## config.mk

```make
export PLATFORM = sky130hd
export DESIGN_NAME = clkctl_top
export DESIGN_NICKNAME = d
export VERILOG_FILES = /design/src/rtl/clkctl_pkg.sv /design/src/rtl/clkctl_settle.sv /design/src/rtl/clkctl_regs.sv /design/src/rtl/clkctl_decode.sv /design/src/rtl/clkctl_gate.sv /design/src/rtl/clkctl_top.sv
export SDC_FILE = /design/constraint.sdc
export NUM_CORES = 1
export LEC_CHECK = 0
export BUFFER_PORTS_ARGS = -buffer_cell sky130_fd_sc_hd__buf_2
export CAP_MARGIN = 20
export CORE_MARGIN = 1.5
export CORE_UTILIZATION = 50
export DETAILED_ROUTE_END_ITERATION = 7
export PLACE_DENSITY = 0.77
export SYNTH_ARGS = -nofsm -noshare
export SYNTH_HDL_FRONTEND = slang
export SYNTH_SLANG_ARGS = --single-unit
```

## constraint.sdc

```tcl
create_clock -name clk_in -period 3.05 [get_ports clk_in]
set_input_delay 0.4575 -clock clk_in [delete_from_list [all_inputs] [get_ports clk_in]]
set_output_delay 0.4575 -clock clk_in [all_outputs]
set_load 0.02 [all_outputs]
```

## src/rtl/clkctl_pkg.sv

```systemverilog
package clkctl_pkg;
  localparam int REG_W      = 32;
  localparam int MULT_W     = 6;
  localparam int MULT_LSB   = 0;
  localparam int PDIV_W     = 2;
  localparam int PDIV_LSB   = 6;
  localparam int IDIV_BIT   = 8;
  localparam int PDEN_BIT   = 9;
  localparam int PINSEL_BIT = 12;
  localparam int BYP_BIT    = 15;
  localparam int MRAT_W     = 3;
  localparam int MRAT_LSB   = 18;
  localparam int RATIO_W    = 4;

  // Fields whose change must wait for the loop to settle
  localparam logic [REG_W-1:0] SETTLE_MASK =
    (REG_W'((1 << MULT_W) - 1) << MULT_LSB) |
    (REG_W'((1 << PDIV_W) - 1) << PDIV_LSB) |
    (REG_W'(1) << IDIV_BIT) |
    (REG_W'(1) << PDEN_BIT) |
    (REG_W'(1) << BYP_BIT);

  typedef struct packed {
    logic [MULT_W-1:0]  mult;
    logic [PDIV_W-1:0]  post_shift;
    logic               in_div2;
    logic               bypass;
    logic               pin_clk_sel;
    logic [RATIO_W-1:0] mem_x2;
  } clk_ctrl_t;

  function automatic logic [MULT_W-1:0] strap_mult(input logic [1:0] pins);
    case (pins)
      2'b01:   strap_mult = MULT_W'(32);
      2'b10:   strap_mult = MULT_W'(16);
      default: strap_mult = MULT_W'(6);
    endcase
  endfunction

  function automatic logic [REG_W-1:0] strap_word(input logic [1:0] pins);
    strap_word = REG_W'(strap_mult(pins)) << MULT_LSB;
  endfunction

  function automatic clk_ctrl_t decode_ctrl(input logic [REG_W-1:0] w);
    clk_ctrl_t        c;
    logic [MRAT_W-1:0] code;
    code          = w[MRAT_LSB +: MRAT_W];
    c.mult        = w[MULT_LSB +: MULT_W];
    c.post_shift  = w[PDEN_BIT] ? w[PDIV_LSB +: PDIV_W] : '0;
    c.in_div2     = w[IDIV_BIT];
    c.bypass      = w[BYP_BIT];
    c.pin_clk_sel = w[PINSEL_BIT];
    if (code > MRAT_W'(4)) c.mem_x2 = RATIO_W'(8);
    else                   c.mem_x2 = RATIO_W'(4) + RATIO_W'(code);
    decode_ctrl = c;
  endfunction
endpackage

```

## src/rtl/clkctl_settle.sv

```systemverilog
module clkctl_settle #(
  parameter int SETTLE_CYCLES = 4096
) (
  input  logic clk,
  input  logic rst,
  input  logic start,
  output logic busy,
  output logic done
);
  localparam int CNT_W = (SETTLE_CYCLES > 1) ? $clog2(SETTLE_CYCLES) : 1;

  logic [CNT_W-1:0] cnt;

  always_ff @(posedge clk) begin
    if (rst) begin
      busy <= 1'b0;
      cnt  <= '0;
    end else if (!busy) begin
      if (start) begin
        busy <= 1'b1;
        cnt  <= CNT_W'(SETTLE_CYCLES - 1);
      end
    end else if (cnt == '0) begin
      busy <= 1'b0;
    end else begin
      cnt <= cnt - 1'b1;
    end
  end

  assign done = busy && (cnt == '0);


  settle_hold_chk: assert property (@(posedge clk) disable iff (rst)
    (busy && cnt != '0) |=> busy);


  settle_count_chk: assert property (@(posedge clk) disable iff (rst)
    (busy && $past(busy) && !$past(done)) |-> (cnt == $past(cnt) - 1'b1));
endmodule

```

## src/rtl/clkctl_regs.sv

```systemverilog
module clkctl_regs
  import clkctl_pkg::*;
(
  input  logic             clk,
  input  logic             rst,
  input  logic [1:0]       cfg_pins,
  input  logic             wr_en,
  input  logic [REG_W-1:0] wr_data,
  input  logic             busy,
  input  logic             done,
  output logic             start,
  output logic [REG_W-1:0] applied,
  output logic [REG_W-1:0] boot_val
);
  logic [REG_W-1:0] pending;
  logic             needs_settle;

  assign boot_val     = strap_word(cfg_pins);
  assign needs_settle = ((wr_data ^ applied) & SETTLE_MASK) != '0;
  assign start        = wr_en && !busy && needs_settle;

  always_ff @(posedge clk) begin
    if (rst) begin
      applied <= boot_val;
      pending <= boot_val;
    end else if (busy) begin
      if (wr_en) pending <= wr_data;
      if (done)  applied <= wr_en ? wr_data : pending;
    end else if (wr_en) begin
      if (needs_settle) pending <= wr_data;
      else              applied <= wr_data;
    end
  end


  applied_hold_chk: assert property (@(posedge clk) disable iff (rst)
    (busy && !done) |=> $stable(applied));


  quiet_write_chk: assert property (@(posedge clk) disable iff (rst)
    (wr_en && !busy && !needs_settle) |=> (applied == $past(wr_data)));
endmodule

```

## src/rtl/clkctl_decode.sv

```systemverilog
module clkctl_decode
  import clkctl_pkg::*;
(
  input  logic             clk,
  input  logic             rst,
  input  logic [REG_W-1:0] applied,
  input  logic [REG_W-1:0] boot_val,
  output clk_ctrl_t        ctrl,
  output logic [REG_W-1:0] rd_q
);
  always_ff @(posedge clk) begin
    if (rst) begin
      ctrl <= decode_ctrl(boot_val);
      rd_q <= boot_val;
    end else begin
      ctrl <= decode_ctrl(applied);
      rd_q <= applied;
    end
  end


  mem_ratio_range_chk: assert property (@(posedge clk) disable iff (rst)
    (ctrl.mem_x2 >= RATIO_W'(4)) && (ctrl.mem_x2 <= RATIO_W'(8)));


  post_div_gate_chk: assert property (@(posedge clk) disable iff (rst)
    !rd_q[PDEN_BIT] |-> (ctrl.post_shift == '0));
endmodule

```

## src/rtl/clkctl_gate.sv

```systemverilog
module clkctl_gate #(
  parameter int N_PERIPH = 4
) (
  input  logic                clk,
  input  logic                rst,
  input  logic [N_PERIPH-1:0] on_evt,
  output logic [N_PERIPH-1:0] en
);
  for (genvar i = 0; i < N_PERIPH; i++) begin : g_en
    always_ff @(posedge clk) begin
      if (rst)            en[i] <= 1'b0;
      else if (on_evt[i]) en[i] <= 1'b1;
    end


    sticky_en_chk: assert property (@(posedge clk) disable iff (rst)
      en[i] |=> en[i]);
  end
endmodule

```

## src/rtl/clkctl_top.sv

```systemverilog
module clkctl_top
  import clkctl_pkg::*;
#(
  parameter int SETTLE_CYCLES = 4096,
  parameter int N_PERIPH      = 4
) (
  input  logic                clk_in,
  input  logic                rst,
  input  logic [1:0]          cfg_pins,
  input  logic                wr_en,
  input  logic [REG_W-1:0]    wr_data,
  output logic [REG_W-1:0]    rd_data,
  output logic                busy,
  input  logic [N_PERIPH-1:0] periph_on,
  output logic [N_PERIPH-1:0] periph_clk_en,
  output logic [MULT_W-1:0]   pll_mult,
  output logic [PDIV_W-1:0]   post_div_shift,
  output logic                in_div2,
  output logic                pll_bypass,
  output logic [RATIO_W-1:0]  mem_ratio_x2,
  input  logic                loc_clk,
  input  logic                reset_out_src,
  output logic                shared_pin
);
  logic             start;
  logic             done;
  logic [REG_W-1:0] applied;
  logic [REG_W-1:0] boot_val;
  clk_ctrl_t        ctrl;

  clkctl_settle #(.SETTLE_CYCLES(SETTLE_CYCLES)) u_settle (
    .clk(clk_in), .rst(rst), .start(start), .busy(busy), .done(done)
  );

  clkctl_regs u_regs (
    .clk(clk_in), .rst(rst), .cfg_pins(cfg_pins), .wr_en(wr_en),
    .wr_data(wr_data), .busy(busy), .done(done), .start(start),
    .applied(applied), .boot_val(boot_val)
  );

  clkctl_decode u_decode (
    .clk(clk_in), .rst(rst), .applied(applied), .boot_val(boot_val),
    .ctrl(ctrl), .rd_q(rd_data)
  );

  clkctl_gate #(.N_PERIPH(N_PERIPH)) u_gate (
    .clk(clk_in), .rst(rst), .on_evt(periph_on), .en(periph_clk_en)
  );

  assign pll_mult       = ctrl.mult;
  assign post_div_shift = ctrl.post_shift;
  assign in_div2        = ctrl.in_div2;
  assign pll_bypass     = ctrl.bypass;
  assign mem_ratio_x2   = ctrl.mem_x2;
  assign shared_pin     = ctrl.pin_clk_sel ? loc_clk : reset_out_src;
endmodule

```

# [Word level (Yosys, flattened, before mapping)]
# Index checks and enable logic that the tools add are counted.
[classes] add_sub_neg=2 magnitude_cmp=1 muxes=22 reduce_logical=18 bitwise=2 eq_ne=7
[op_table] cell="2-to-1 mux 32 bit" n=8
[op_table] cell="2-to-1 mux 12 bit" n=3
[op_table] cell="nonzero test 32 bit" n=1
[op_table] cell="2-to-1 mux 6 bit" n=3
[op_table] cell="bitwise XOR 16 bit" n=1
[op_table] cell="2-to-1 mux 15 bit" n=1
[op_table] cell="logical NOT 12 bit" n=1
[op_table] cell="case mux 6 bit (2 select lines)" n=1
[op_table] cell="subtractor 12 x 1 -> 12 bit, second input constant" n=1
[op_table] cell="!= test 2 bit, second input constant" n=3
[op_table] cell="!= test 3 bit, second input constant" n=2
[op_table] cell="AND reduction 2 bit" n=3
[op_table] cell="AND reduction 3 bit" n=2
[op_table] cell="nonzero test 2 bit" n=3
[op_table] cell="nonzero test 3 bit" n=2
[op_table] cell="adder 3 x 3 -> 4 bit, first input constant" n=1
[op_table] cell="2-to-1 mux 1 bit" n=4
[op_table] cell="2-to-1 mux 4 bit" n=1
[op_table] cell="OR reduction 2 bit" n=2
[op_table] cell="> comparator 3 bit, second input constant" n=1
[op_table] cell="logical AND 1 bit" n=3
[op_table] cell="equality test 2 x 1 -> 1 bit, second input constant" n=1
[op_table] cell="equality test 2 bit, second input constant" n=1
[op_table] cell="2-to-1 mux 2 bit" n=1
[op_table] cell="other kinds (2)" n=2
[word_totals] output_inout_bits=52 in_bits=43 reg_bits=128 word_cells=71

# [Logic depth before layout (Yosys ltp)]
[depth] depth_word=6 mapped_depth=9 mapped_depth_nobuf=7

# [Modules after synthesis]
# Synthesis repeated with hierarchy kept, for this count alone.
[unflattened] hier_cells=480 area_unflattened_um2=5469.0
[modules_own_cells] mod="clkctl_regs" cells_per_inst=296 seq_area_each_um2=1401.3 instances=1 area_each_um2=3313.2
[modules_own_cells] mod="clkctl_decode" cells_per_inst=94 seq_area_each_um2=740.7 instances=1 area_each_um2=1330.0
[modules_own_cells] mod="clkctl_settle" cells_per_inst=81 seq_area_each_um2=260.2 instances=1 area_each_um2=690.7
[modules_own_cells] mod="clkctl_gate" cells_per_inst=8 seq_area_each_um2=80.1 instances=1 area_each_um2=120.1
[modules_own_cells] mod="clkctl_top" cells_per_inst=1 seq_area_each_um2=0.0 instances=1 area_each_um2=15.0

# [Least setup slack after synthesis]
# OpenSTA, ideal clock, no wires.
[synth_path] path_type="reg-to-reg" startpoint="reg u_settle.cnt[0]" endpoint="reg u_regs.applied[0], enable pin" stages_incl_launch_ff=9 setup_time_ns=0.284 t_required_ns=2.766 synth_period_minus_slack_ns=2.059 arrival_ns=1.775 n_path_buf=2 slack_ns=0.991 path_cell_list="dfxtp_1 > inv_1 > ha_1 > nor4b_2 > and4_1 > a41o_2 > buf_12 > buf_12 > nand2b_1"
[synth_via] elab_chain_cells=4
[synth_lines] element="from (decl)" line="clkctl_settle.sv:12" text="logic [CNT_W-1:0] cnt;"
[synth_lines] element="from (signal assigned)" line="clkctl_settle.sv:21" text="cnt <= CNT_W'(SETTLE_CYCLES - 1);"
[synth_lines] element="from (signal assigned)" line="clkctl_settle.sv:26" text="cnt <= cnt - 1'b1;"
[synth_lines] element="logical NOT 12 bit" line="clkctl_settle.sv:30" text="assign done = busy && (cnt == '0);"
[synth_lines] element="logical AND 1 bit" line="clkctl_settle.sv:30"
[synth_lines] element="!= test 3 bit (no line)"
[synth_lines] element="AND reduction 3 bit (no line)"
[synth_lines] element="to (signal assigned)" line="clkctl_regs.sv:24" text="applied <= boot_val;"
[synth_lines] element="to (signal assigned)" line="clkctl_regs.sv:28" text="if (done) applied <= wr_en ? wr_data : pending;"
[synth_lines] element="to (signal assigned)" line="clkctl_regs.sv:31" text="else applied <= wr_data;"
[synth_lines] element="to (decl)" line="clkctl_regs.sv:12" text="output logic [REG_W-1:0] applied,"
# No other way between the ends.
# A chain may end at the register's enable or synchronous reset.

# [Worst setup path in the final report]
[layout_path] startpoint="reg u_regs.applied[5]" endpoint="reg u_regs.pending[8]"
[layout_via] elab_chain_cells=4
[layout_lines] element="bitwise XOR 16 bit" line="clkctl_regs.sv:19" text="assign needs_settle = ((wr_data ^ applied) & SETTLE_MASK) != '0;"
[layout_lines] element="nonzero test 32 bit" line="clkctl_regs.sv:19"
[layout_lines] element="nonzero test 2 bit (no line)"
[layout_lines] element="AND reduction 2 bit (no line)"
[layout_lines] element="to (signal assigned)" line="clkctl_regs.sv:25" text="pending <= boot_val;"
[layout_lines] element="to (signal assigned)" line="clkctl_regs.sv:27" text="if (wr_en) pending <= wr_data;"
[layout_lines] element="to (signal assigned)" line="clkctl_regs.sv:30" text="if (needs_settle) pending <= wr_data;"
[layout_lines] element="to (decl)" line="clkctl_regs.sv:15" text="logic [REG_W-1:0] pending;"
# No other way between the ends.

==> qor.txt <==
Crit path to: u_regs.pending[8]
Worst-Skew Late Latency: 0.51 ns
Clock network power share: 0.480
Period utilization: 0.7529
CTS clk-pin slew, worst paths: 0.05 ns
Post-CTS sizing: 0
Async set or reset register ratio after synthesis: 0
Largest net degree at the start of global routing: 47
CP Data Arrival Time: 2.68 ns
Total GRT Usage: 0.1966
Sequential fraction of the synthesis area: 0.5200
Post-Route WL: 9488 µm
H-tree Lvls: 4
GRT Residual Overflow: 0
CP peak stage delay: 0.55 ns
Sequential fraction of design power: 0.432
Worst reg2reg path endpoint: u_regs.pending[8]
First-pass GRT wire length: 15370 µm
Final HPWL DP: 6384 µm
Total Nets Final: 575
Synth cell types: 49
CP Buf/Inv Count: 1
I/O pins: 95
Setup bufs post-CTS: 0
CTS tree: yes
WP depth: 6
Metal3 WL: 410 µm
Final setup fails: 0
Power Internal: 3.064 mW
Max-Cap Viols: 0
VDD IR-drop max: 0.3273 mV
GP Congestion: 0.8272
Antenna fix cells: 0
Yosys warning total: 0
R2R setup slack: 0.75 ns
Pins over their slew limit: 0
HP Class: in2reg
Filler instances: 746
Total CTS buffers: 17
Largest area contributor in the netlist: dfxtp_1
DIE AREA: 0.01022 mm²
Switching share of power: 0.2302
Wire length on met1: 4278 µm
DP Area: 0.005278 mm²
Hold Vio Cnt, Final: 0
R2R depth: 6
CP max FO: 14
Top Family by Delay on Critical Path: simple AND/OR/NAND/NOR gates
Time the worst path needs with I/O delays and setup: 2.296 ns
EDFF count, synth: 12
Fmax: 435.5 MHz
Crit-path cells: xor2_1, nor4_1, a31oi_4, buf_4, mux2i_1, nor2_1
Avg Cell Area, Syn: 10.89 µm²
Top FF cell, synth: dfxtp_1
CP Class: reg2reg
Worst reg2reg path startpoint: u_regs.applied[5]
FF+latch count, synth: 119
Crit-path slowest cell: nor4_1
Setup TNS Final: 0 ns
Detail Route Antenna Nets: 0
Hold-fix buffers at CTS: 0
CP Launch Point: u_regs.applied[5]
DR vias: 3363
Vias in the first global route: 3208
Clock Tree Buf Depth: 2
Slew headroom: 0.5790
Max layer used: met4
Layout cells sized above 1: 0.3050
Post-DR wirelength/cell: 14.16 µm
Combinational share of power: 0.088
Outcome: finished clean
Power Density: 679.9 mW/mm²
Synth Net Count: 489
Antenna violations before repair: 0
Clock Sink Count: 119
Vias per inst: 5.019
Critical Path End Type: register
CP required: 3.43 ns
CP Launch Type: register
Core area: 0.009284 mm²
Cell Rows: 35
Die X-Extent: 101.1 µm
Routed wl met2: 4676 µm
Root Buffer: clkbuf_8
Switching pwr: 916.1 µW
Synth top area share: 0.4451
LEAKAGE: 2.586 nW
Worst Tran Pin Value: 0.6316 ns
Clock skew: 0.01186 ns
Post-Synthesis Cells: 442
Mapped cell area: 0.004812 mm²
Syn-to-layout area delta: 21.66%
RSZ-0062 raised after global routing: no
Initial DRC count: 228
Detailed Routing Iterations Pass 1: 5
DRC Markers: 0
DIE HEIGHT: 101.1 µm
Synth area leaders: dfxtp_1 45%, mux2i_1 12%, edfxtp_1 7.5%
Final Cell Area: 0.005854 mm²
PortBufs: 94
Initial core utilization: 0.5183
-- layout make-up --
class | instances | area [µm²] | share of cell area
multi-input combinational | 279 | 2054 | 0.3509
clock inverter | 7 | 91.34 | 0.01560
sequential | 119 | 2502 | 0.4274
timing repair buffer | 100 | 518.0 | 0.08848
inverter | 11 | 41.29 | 0.007053
tap | 129 | 161.4 | 0.02757
clock buffer | 25 | 485.5 | 0.08292
-- cells by family (layout without fill, tap and decap cells) --
kind of cell,after synthesis,count (layout),synth area share
AND/OR/NAND/NOR,139,139,0.1490
flip-flops,119,119,0.5200
multiplexers,85,85,0.1838
buffers and inverters,44,143,0.05616
AO/OA/AOI/OAI,36,36,0.05331
XOR/XNOR,15,15,0.02730
adder cells (fa/ha/maj),4,4,0.01040
-- layer usage --
layer / track usage / vias to the layer above
met5: 0 / -
met4: 0.09188 / 0
met2: 0.3165 / 78
met3: 0.05617 / 9
met1: 0.2445 / 1592
li1: - / 1684
-- layout by cell type, fill, tap and decap left out, types with 6 or more instances in the layout --
master     instances
edfxtp_1          12
clkbuf_16         17
nand2_1            8
buf_4              7
nand3_1            9
nor2b_1           32
o21ai_0            6
inv_1             10
xor2_1            14
dfxtp_1          107
buf_2             93
nor2_1            68
a21oi_1            8
mux2_2            27
mux2i_1           58
-- tightest hold or removal path, stage by stage --
cell	delay (ns)
buf_2	0.07
nor2_1	0.03
nor2_1	0.06
-- worst min-delay path by stage --
stage | slack [ns] | startpoint | end | cells after the start
5_1_grt | 0.15 | periph_on[1] | u_gate.en[1] | 3
4_1_cts | 0.13 | periph_on[3] | u_gate.en[3] | 3
6_report | 0.15 | periph_on[3] | u_gate.en[3] | 3
2_1_floorplan | 0.44 | u_regs.applied[20] | u_decode.ctrl[0] | 1
3_5_place_dp | 0.45 | u_gate.en[3] | u_gate.en[3] | 2
3_3_place_gp | 0.44 | u_gate.en[1] | u_gate.en[1] | 2
-- synthesized netlist by cell type, types with 4 or more instances --
library cell	n
ha_1	4
nand2_1	8
buf_4	8
inv_1	10
nor2b_1	32
xor2_1	14
a21oi_1	8
o21ai_0	6
dfxtp_1	107
mux2i_1	58
nor2_1	68
o41ai_1	5
nand3_1	9
edfxtp_1	12
clkbuf_1	14
nor4_1	4
mux2_2	27
-- flip-flops by register name, summed over array words and instances, names as in the netlist --
| signal | count |
|---|---|
| u_settle.busy | 1 |
| u_decode.rd_q | 28 |
| u_regs.applied | 32 |
| u_decode.ctrl | 10 |
| u_gate.en | 4 |
| u_settle.cnt | 12 |
| u_regs.pending | 32 |
-- metrics by stage --
stage	total power, mW	std cells	worst slack (ns)	hold slack (ns)	util
final	3.980	670	0.7537	0.1489	0.6306
after global routing	4.137	670	0.5727	0.1536	0.6306
after CTS	4.016	670	0.7522	0.1312	0.6306
after detailed placement	2.101	638	0.6338	0.4513	0.5685
after global placement	2.083	638	0.7398	0.4420	0.5685
after floorplan	2.002	442	0.9908	0.4357	-
-- power groups by stage --
stage          registers [mW]  logic (mW)  clock network, mW
2_1_floorplan            1.75       0.255                  0
3_3_place_gp             1.74       0.340                  0
3_5_place_dp             1.75       0.352                  0
4_1_cts                  1.72       0.355               1.94
5_1_grt                  1.73       0.388               2.02
6_report                 1.72       0.352               1.91
(Power assumes the default switching activity.)
